<file path="src/rtl/pcx_pkg.sv">
package pcx_pkg;

    localparam int IDSEL_W = 21;

    localparam logic [3:0]  CMD_CFG_RD = 4'b1010;
    localparam logic [3:0]  CMD_CFG_WR = 4'b1011;
    localparam logic [31:0] CFG_WMASK  = 32'h80FF_FFFC;

    typedef enum logic [1:0] {
        TGT_NONE,
        TGT_LOCAL,
        TGT_TYPE0,
        TGT_TYPE1
    } tgt_e;

    typedef enum logic [2:0] {
        S_IDLE,
        S_STEP,
        S_ISSUE,
        S_LOCAL,
        S_REPLY
    } st_e;

endpackage

</file>
<file path="src/rtl/pcx_cfgaddr.sv">
module pcx_cfgaddr
    import pcx_pkg::*;
(
    input  logic        clk,
    input  logic        rst_n,
    input  logic        we,
    input  logic [31:0] wdata,
    output logic [31:0] q
);

    always_ff @(posedge clk) begin
        if (!rst_n)
            q <= '0;
        else if (we)
            q <= wdata & CFG_WMASK;
    end

endmodule

</file>
<file path="src/rtl/pcx_decode.sv">
module pcx_decode
    import pcx_pkg::*;
(
    input  logic        en,
    input  logic [21:0] fields,   // bus[21:14] dev[13:9] fn[8:6] reg[5:0]
    output tgt_e        tgt,
    output logic [31:0] ad
);

    logic [7:0]         bus;
    logic [4:0]         dev;
    logic [2:0]         fn;
    logic [5:0]         rg;
    logic [IDSEL_W-1:0] idsel;

    assign bus = fields[21:14];
    assign dev = fields[13:9];
    assign fn  = fields[8:6];
    assign rg  = fields[5:0];

    // one select line per decodable device number, device g+1 -> line g
    genvar g;
    generate
        for (g = 0; g < IDSEL_W; g++) begin : g_sel
            assign idsel[g] = (dev == 5'(g + 1));
        end
    endgenerate

    always_comb begin
        if (!en)
            tgt = TGT_NONE;
        else if (bus != 8'h00)
            tgt = TGT_TYPE1;
        else if (dev != 5'd0)
            tgt = TGT_TYPE0;
        else
            tgt = TGT_LOCAL;
    end

    always_comb begin
        if (tgt == TGT_TYPE1)
            ad = {8'h00, fields, 2'b01};
        else
            ad = {idsel, fn, rg, 2'b00};
    end

endmodule

</file>
<file path="src/rtl/pcx_cfg_xlate.sv">
module pcx_cfg_xlate
    import pcx_pkg::*;
#(
    parameter int              HA_W      = 12,
    parameter logic [HA_W-1:0] CA_OFS    = 12'hCF8,
    parameter logic [HA_W-1:0] CD_OFS    = 12'hCFC,
    parameter int              STEP_CLKS = 1
) (
    input  logic            clk,
    input  logic            rst_n,
    input  logic            host_valid,
    input  logic            host_write,
    input  logic [HA_W-1:0] host_addr,
    input  logic [31:0]     host_wdata,
    output logic            host_ready,
    output logic [31:0]     host_rdata,
    output logic            mst_addr_valid,
    output logic            mst_req,
    output logic [31:0]     mst_ad,
    output logic [3:0]      mst_cmd,
    output logic [31:0]     mst_wdata,
    input  logic            mst_done,
    input  logic [31:0]     mst_rdata,
    output logic            int_req,
    output logic            int_write,
    output logic [2:0]      int_fn,
    output logic [5:0]      int_reg,
    output logic [31:0]     int_wdata,
    input  logic            int_done,
    input  logic [31:0]     int_rdata
);

    localparam int SC_W = $clog2(STEP_CLKS + 2);

    st_e               st, st_nx;
    logic [SC_W-1:0]   step_q;
    logic [31:0]       cfg_q;
    tgt_e              tgt;
    logic [31:0]       dec_ad;
    logic              hit_ca, hit_cd, cfg_we;
    logic              wr_q;
    logic [31:0]       wd_q, ad_q, rdata_q;
    logic [2:0]        fn_q;
    logic [5:0]        rg_q;

    assign hit_ca = (host_addr == CA_OFS);
    assign hit_cd = (host_addr == CD_OFS);
    assign cfg_we = (st == S_IDLE) && host_valid && host_write && hit_ca;

    pcx_cfgaddr u_cfgaddr (
        .clk   (clk),
        .rst_n (rst_n),
        .we    (cfg_we),
        .wdata (host_wdata),
        .q     (cfg_q)
    );

    pcx_decode u_decode (
        .en     (cfg_q[31]),
        .fields (cfg_q[23:2]),
        .tgt    (tgt),
        .ad     (dec_ad)
    );

    // state register
    always_ff @(posedge clk) begin
        if (!rst_n)
            st <= S_IDLE;
        else
            st <= st_nx;
    end

    // next state
    always_comb begin
        st_nx = st;
        unique case (st)
            S_IDLE: begin
                if (host_valid) begin
                    if (hit_cd && tgt == TGT_LOCAL)
                        st_nx = S_LOCAL;
                    else if (hit_cd && (tgt == TGT_TYPE0 || tgt == TGT_TYPE1))
                        st_nx = (STEP_CLKS == 0) ? S_ISSUE : S_STEP;
                    else
                        st_nx = S_REPLY;
                end
            end
            S_STEP:  if (step_q == SC_W'(1)) st_nx = S_ISSUE;
            S_ISSUE: if (mst_done) st_nx = S_REPLY;
            S_LOCAL: if (int_done) st_nx = S_REPLY;
            S_REPLY: st_nx = S_IDLE;
            default: st_nx = S_IDLE;
        endcase
    end

    // outputs decoded from state
    always_comb begin
        host_ready     = 1'b0;
        mst_addr_valid = 1'b0;
        mst_req        = 1'b0;
        int_req        = 1'b0;
        unique case (st)
            S_IDLE:  ;
            S_STEP:  mst_addr_valid = 1'b1;
            S_ISSUE: begin
                mst_addr_valid = 1'b1;
                mst_req        = 1'b1;
            end
            S_LOCAL: int_req    = 1'b1;
            S_REPLY: host_ready = 1'b1;
            default: ;
        endcase
    end

    // transaction capture
    always_ff @(posedge clk) begin
        if (!rst_n) begin
            wr_q    <= 1'b0;
            wd_q    <= '0;
            ad_q    <= '0;
            fn_q    <= '0;
            rg_q    <= '0;
            rdata_q <= '0;
            step_q  <= '0;
        end else begin
            unique case (st)
                S_IDLE: begin
                    if (host_valid) begin
                        wr_q   <= host_write;
                        wd_q   <= host_wdata;
                        ad_q   <= dec_ad;
                        fn_q   <= cfg_q[10:8];
                        rg_q   <= cfg_q[7:2];
                        step_q <= SC_W'(STEP_CLKS);
                        if (hit_ca)
                            rdata_q <= cfg_q;
                        else if (hit_cd && tgt == TGT_NONE)
                            rdata_q <= '1;
                        else
                            rdata_q <= '0;
                    end
                end
                S_STEP:  step_q <= step_q - SC_W'(1);
                S_ISSUE: if (mst_done) rdata_q <= mst_rdata;
                S_LOCAL: if (int_done) rdata_q <= int_rdata;
                default: ;
            endcase
        end
    end

    assign host_rdata = rdata_q;
    assign mst_ad     = ad_q;
    assign mst_cmd    = wr_q ? CMD_CFG_WR : CMD_CFG_RD;
    assign mst_wdata  = wd_q;
    assign int_write  = wr_q;
    assign int_fn     = fn_q;
    assign int_reg    = rg_q;
    assign int_wdata  = wd_q;

endmodule

</file>
<file path="config.mk">
export PLATFORM = sky130hd
export DESIGN_NAME = pcx_cfg_xlate
export DESIGN_NICKNAME = d
export VERILOG_FILES = /design/src/rtl/pcx_pkg.sv /design/src/rtl/pcx_cfgaddr.sv /design/src/rtl/pcx_decode.sv /design/src/rtl/pcx_cfg_xlate.sv
export SDC_FILE = /design/constraint.sdc
export NUM_CORES = 1
export LEC_CHECK = 0
export ABC_AREA = 1
export CORE_ASPECT_RATIO = 0.5
export CORE_UTILIZATION = 30
export CTS_CLUSTER_DIAMETER = 150
export DETAILED_ROUTE_END_ITERATION = 10
export GPL_ROUTABILITY_DRIVEN = 0
export MAX_ROUTING_LAYER = met4
export SLEW_MARGIN = 20
export SYNTH_ARGS = -nofsm -noshare
export SYNTH_HDL_FRONTEND = slang
export SYNTH_SLANG_ARGS = --single-unit
</file>
<file path="constraint.sdc">
create_clock -name clk -period 3.6 [get_ports clk]
set_input_delay 0.9 -clock clk [delete_from_list [all_inputs] [get_ports clk]]
set_output_delay 0.9 -clock clk [all_outputs]
set_load 0.02 [all_outputs]
</file>
==> results.json <==
{
  "clock-sinks": 124,
  "power_mw": 4.47,
  "ys_ff_latch": 124,
  "cp-end-kind": "primary output",
  "final_nets": 1161,
  "async_flop_share_pct": 0,
  "antenna_found_initial": 1,
  "netlist_instances": 861,
  "grt_pass1_wl_um": 30200,
  "max_cap_viol_count": 0,
  "drt_wl_total_um": 19300,
  "final.setup.tns_ns": 0,
  "route.detailed.drc": 0,
  "clock_path_buffers": 2,
  "synth_top_area_cell": "dfxtp_1",
  "die_area_um2": 20600,
  "die_height_um": 102,
  "start_kind": "flip-flop",
  "endpoint": "mst_addr_valid",
  "vias": 6118,
  "max_freq_mhz": 338,
  "synthTopCellsByCount": "184 x nand2_1, 149 x nor2_1, 124 x dfxtp_1",
  "fin_skew_ns": 0.00891,
  "crit_fanout": 17,
  "track_usage_pct": 19.1,
  "hpwl_um": 14100,
  "setup.worst_path.start": "st[1]$_SDFFE_PN0P_",
  "wire_per_inst_um": 14.5,
  "portBuffers": 255,
  "clock-root-buffer": "clkbuf_16",
  "rows": 36,
  "hold_viol": 0,
  "gr-total-overflow": 0,
  "grt_max_degree": 89,
  "dr.pass1.iters": 4,
  "top_level_ports": 260,
  "r2r_start": "u_cfgaddr.q[22]$_SDFFE_PN0P_",
  "reg2regPathDepth": 8,
  "synth_edf_count": 0,
  "reg2reg_slack_ns": 1.42,
  "placed_cells": 1293,
  "worstPathRequired_ns": 2.70,
  "layout_setup_ws_ns": 0.639,
  "synth_top_area_share_pct": 41.4,
  "drive_gt1_share_pct": 5.30,
  "ir_drop_v": 0.000289,
  "leakagePower_nw": 3.61,
  "cts_tree": "yes",
  "avgSynthCellArea_um2": 6.97,
  "ctsResizeCount": 0,
  "slew_headroom_pct": 53.7,
  "status": "finished clean",
  "cp.arrival_ns": 2.06,
  "slew_violations": 0,
  "syn2layout_area_growth_pct": 49.2,
  "synth_area_um2": 6000,
  "numCtsBuffers": 17,
  "ys_seq_area_share_pct": 41.4,
  "die_width_um": 202,
  "post_cts_buffers": 0,
  "initial_core_util_pct": 30.7,
  "core_area_um2": 19500,
  "ys_top_cells_by_area": "dfxtp_1 41%, nand2_1 12%, nor2_1 9.3%",
  "nFillCells": 1972,
  "worst_pin_slew_ns": 0.692,
  "routed_via_density": 4.62,
  "rsz0062_at_grt": "no",
  "htreeDepth": 4,
  "synth_ff_type": "dfxtp_1",
  "clk_pin_slew_ns": 0.06,
  "postPlaceCellArea_um2": 8360,
  "fin_crit_sh_pct": 82.2,
  "post-route-min-period_ns": 2.96,
  "clk-insertion-delay-late_ns": 0.41,
  "preCtsSetupSlack_ns": 0.799,
  "drt_iter0_markers": 387,
  "fin_cells": 1324,
  "ant_nets": 0,
  "hp-class": "reg -> reg",
  "setup-violations-final": 0,
  "final_area_um2": 8960,
  "r2r_end": "mst_ad[18]$_SDFFE_PN0P_",
  "ys_types": 33,
  "cts_hold_buf": 0,
  "critPathKind": "reg -> out",
  "synth_warnings": 0,
  "synth.most_common_cell": "nand2_1",
  "pwr_density_cell_nw_per_um2": 500,
  "grt_pass1_vias": 5797
}
==> worst min path at each step <==
stage                       startpoint                 endpoint  slack, ns  cells past startpoint
2_1_floorplan   step_q[0]$_SDFFE_PN0P_   step_q[0]$_SDFFE_PN0P_       0.45                      2
3_3_place_gp   mst_ad[14]$_SDFFE_PN0P_  mst_ad[14]$_SDFFE_PN0P_       0.46                      2
3_5_place_dp   mst_ad[27]$_SDFFE_PN0P_  mst_ad[27]$_SDFFE_PN0P_       0.45                      2
4_1_cts        mst_ad[27]$_SDFFE_PN0P_  mst_ad[27]$_SDFFE_PN0P_       0.46                      2
5_1_grt        mst_ad[30]$_SDFFE_PN0P_  mst_ad[30]$_SDFFE_PN0P_       0.49                      2
6_report       mst_ad[26]$_SDFFE_PN0P_  mst_ad[26]$_SDFFE_PN0P_       0.46                      2
==> cell usage in the layout, fill, tap and decap left out, types with 4 or more instances in the layout <==
master / n
inv_1: 51
nand3b_1: 13
inv_2: 4
a21oi_1: 57
a22oi_1: 23
nor3_1: 7
nand4_1: 14
clkinv_4: 5
dfxtp_1: 124
conb_1: 4
a22o_1: 9
clkbuf_16: 17
clkdlybuf4s50_1: 254
nor2_1: 149
nand3_1: 42
buf_4: 10
nand2_1: 184
o21ai_1: 6
o21ai_0: 57
==> cells by family after synthesis <==
group | count (synthesis) | share of synthesized area, %
simple gates | 420 | 29.6
other cells | 2 | 0.125
compound gates | 157 | 14.8
fa+ha+maj | 1 | 0.208
flops | 124 | 41.4
buf+inv | 157 | 13.9
==> worst max-delay path, stage by stage, from the launching register on <==
cell	delay, ns
dfxtp_1	0.48
nand2_2	0.29
o21ai_0	0.23
clkdlybuf4s50_1	0.66
==> power by group <==
part | internal (mW) | switching (mW)
Clock | 1.09 | 0.657
Combinational | 0.523 | 0.628
Sequential | 1.50 | 0.0791
==> layer usage <==
layer | part of all wire (%) | vias up | GRT usage [%]
met5 | 0 | - | -
met4 | 0.54 | 0 | 4.66
met3 | 5.2 | 11 | 2.84
met2 | 48 | 179 | 30.8
met1 | 47 | 2812 | 25.1
li1 | - | 3116 | -
==> area by class of cell <==
class                           instances  area [um2]  area share, %
Antenna cell                            1        2.50         0.0279
Clock buffer                           17         425           4.75
Clock inverter                         13         169           1.89
Inverter                               55         206           2.31
Multi-Input combinational cell        582        2700           30.1
Sequential cell                       124        2480           27.7
Tap cell                              266         333           3.72
Timing Repair Buffer                  266        2640           29.5
==> through the flow <==
stage          utilization [%]  hold WS, ns
2_1_floorplan                -        0.452
3_3_place_gp              42.8        0.457
3_5_place_dp              42.8        0.455
4_1_cts                   45.8        0.464
5_1_grt                   45.8        0.489
6_report                  45.8        0.465
Power figures use the tool's default switching activity.
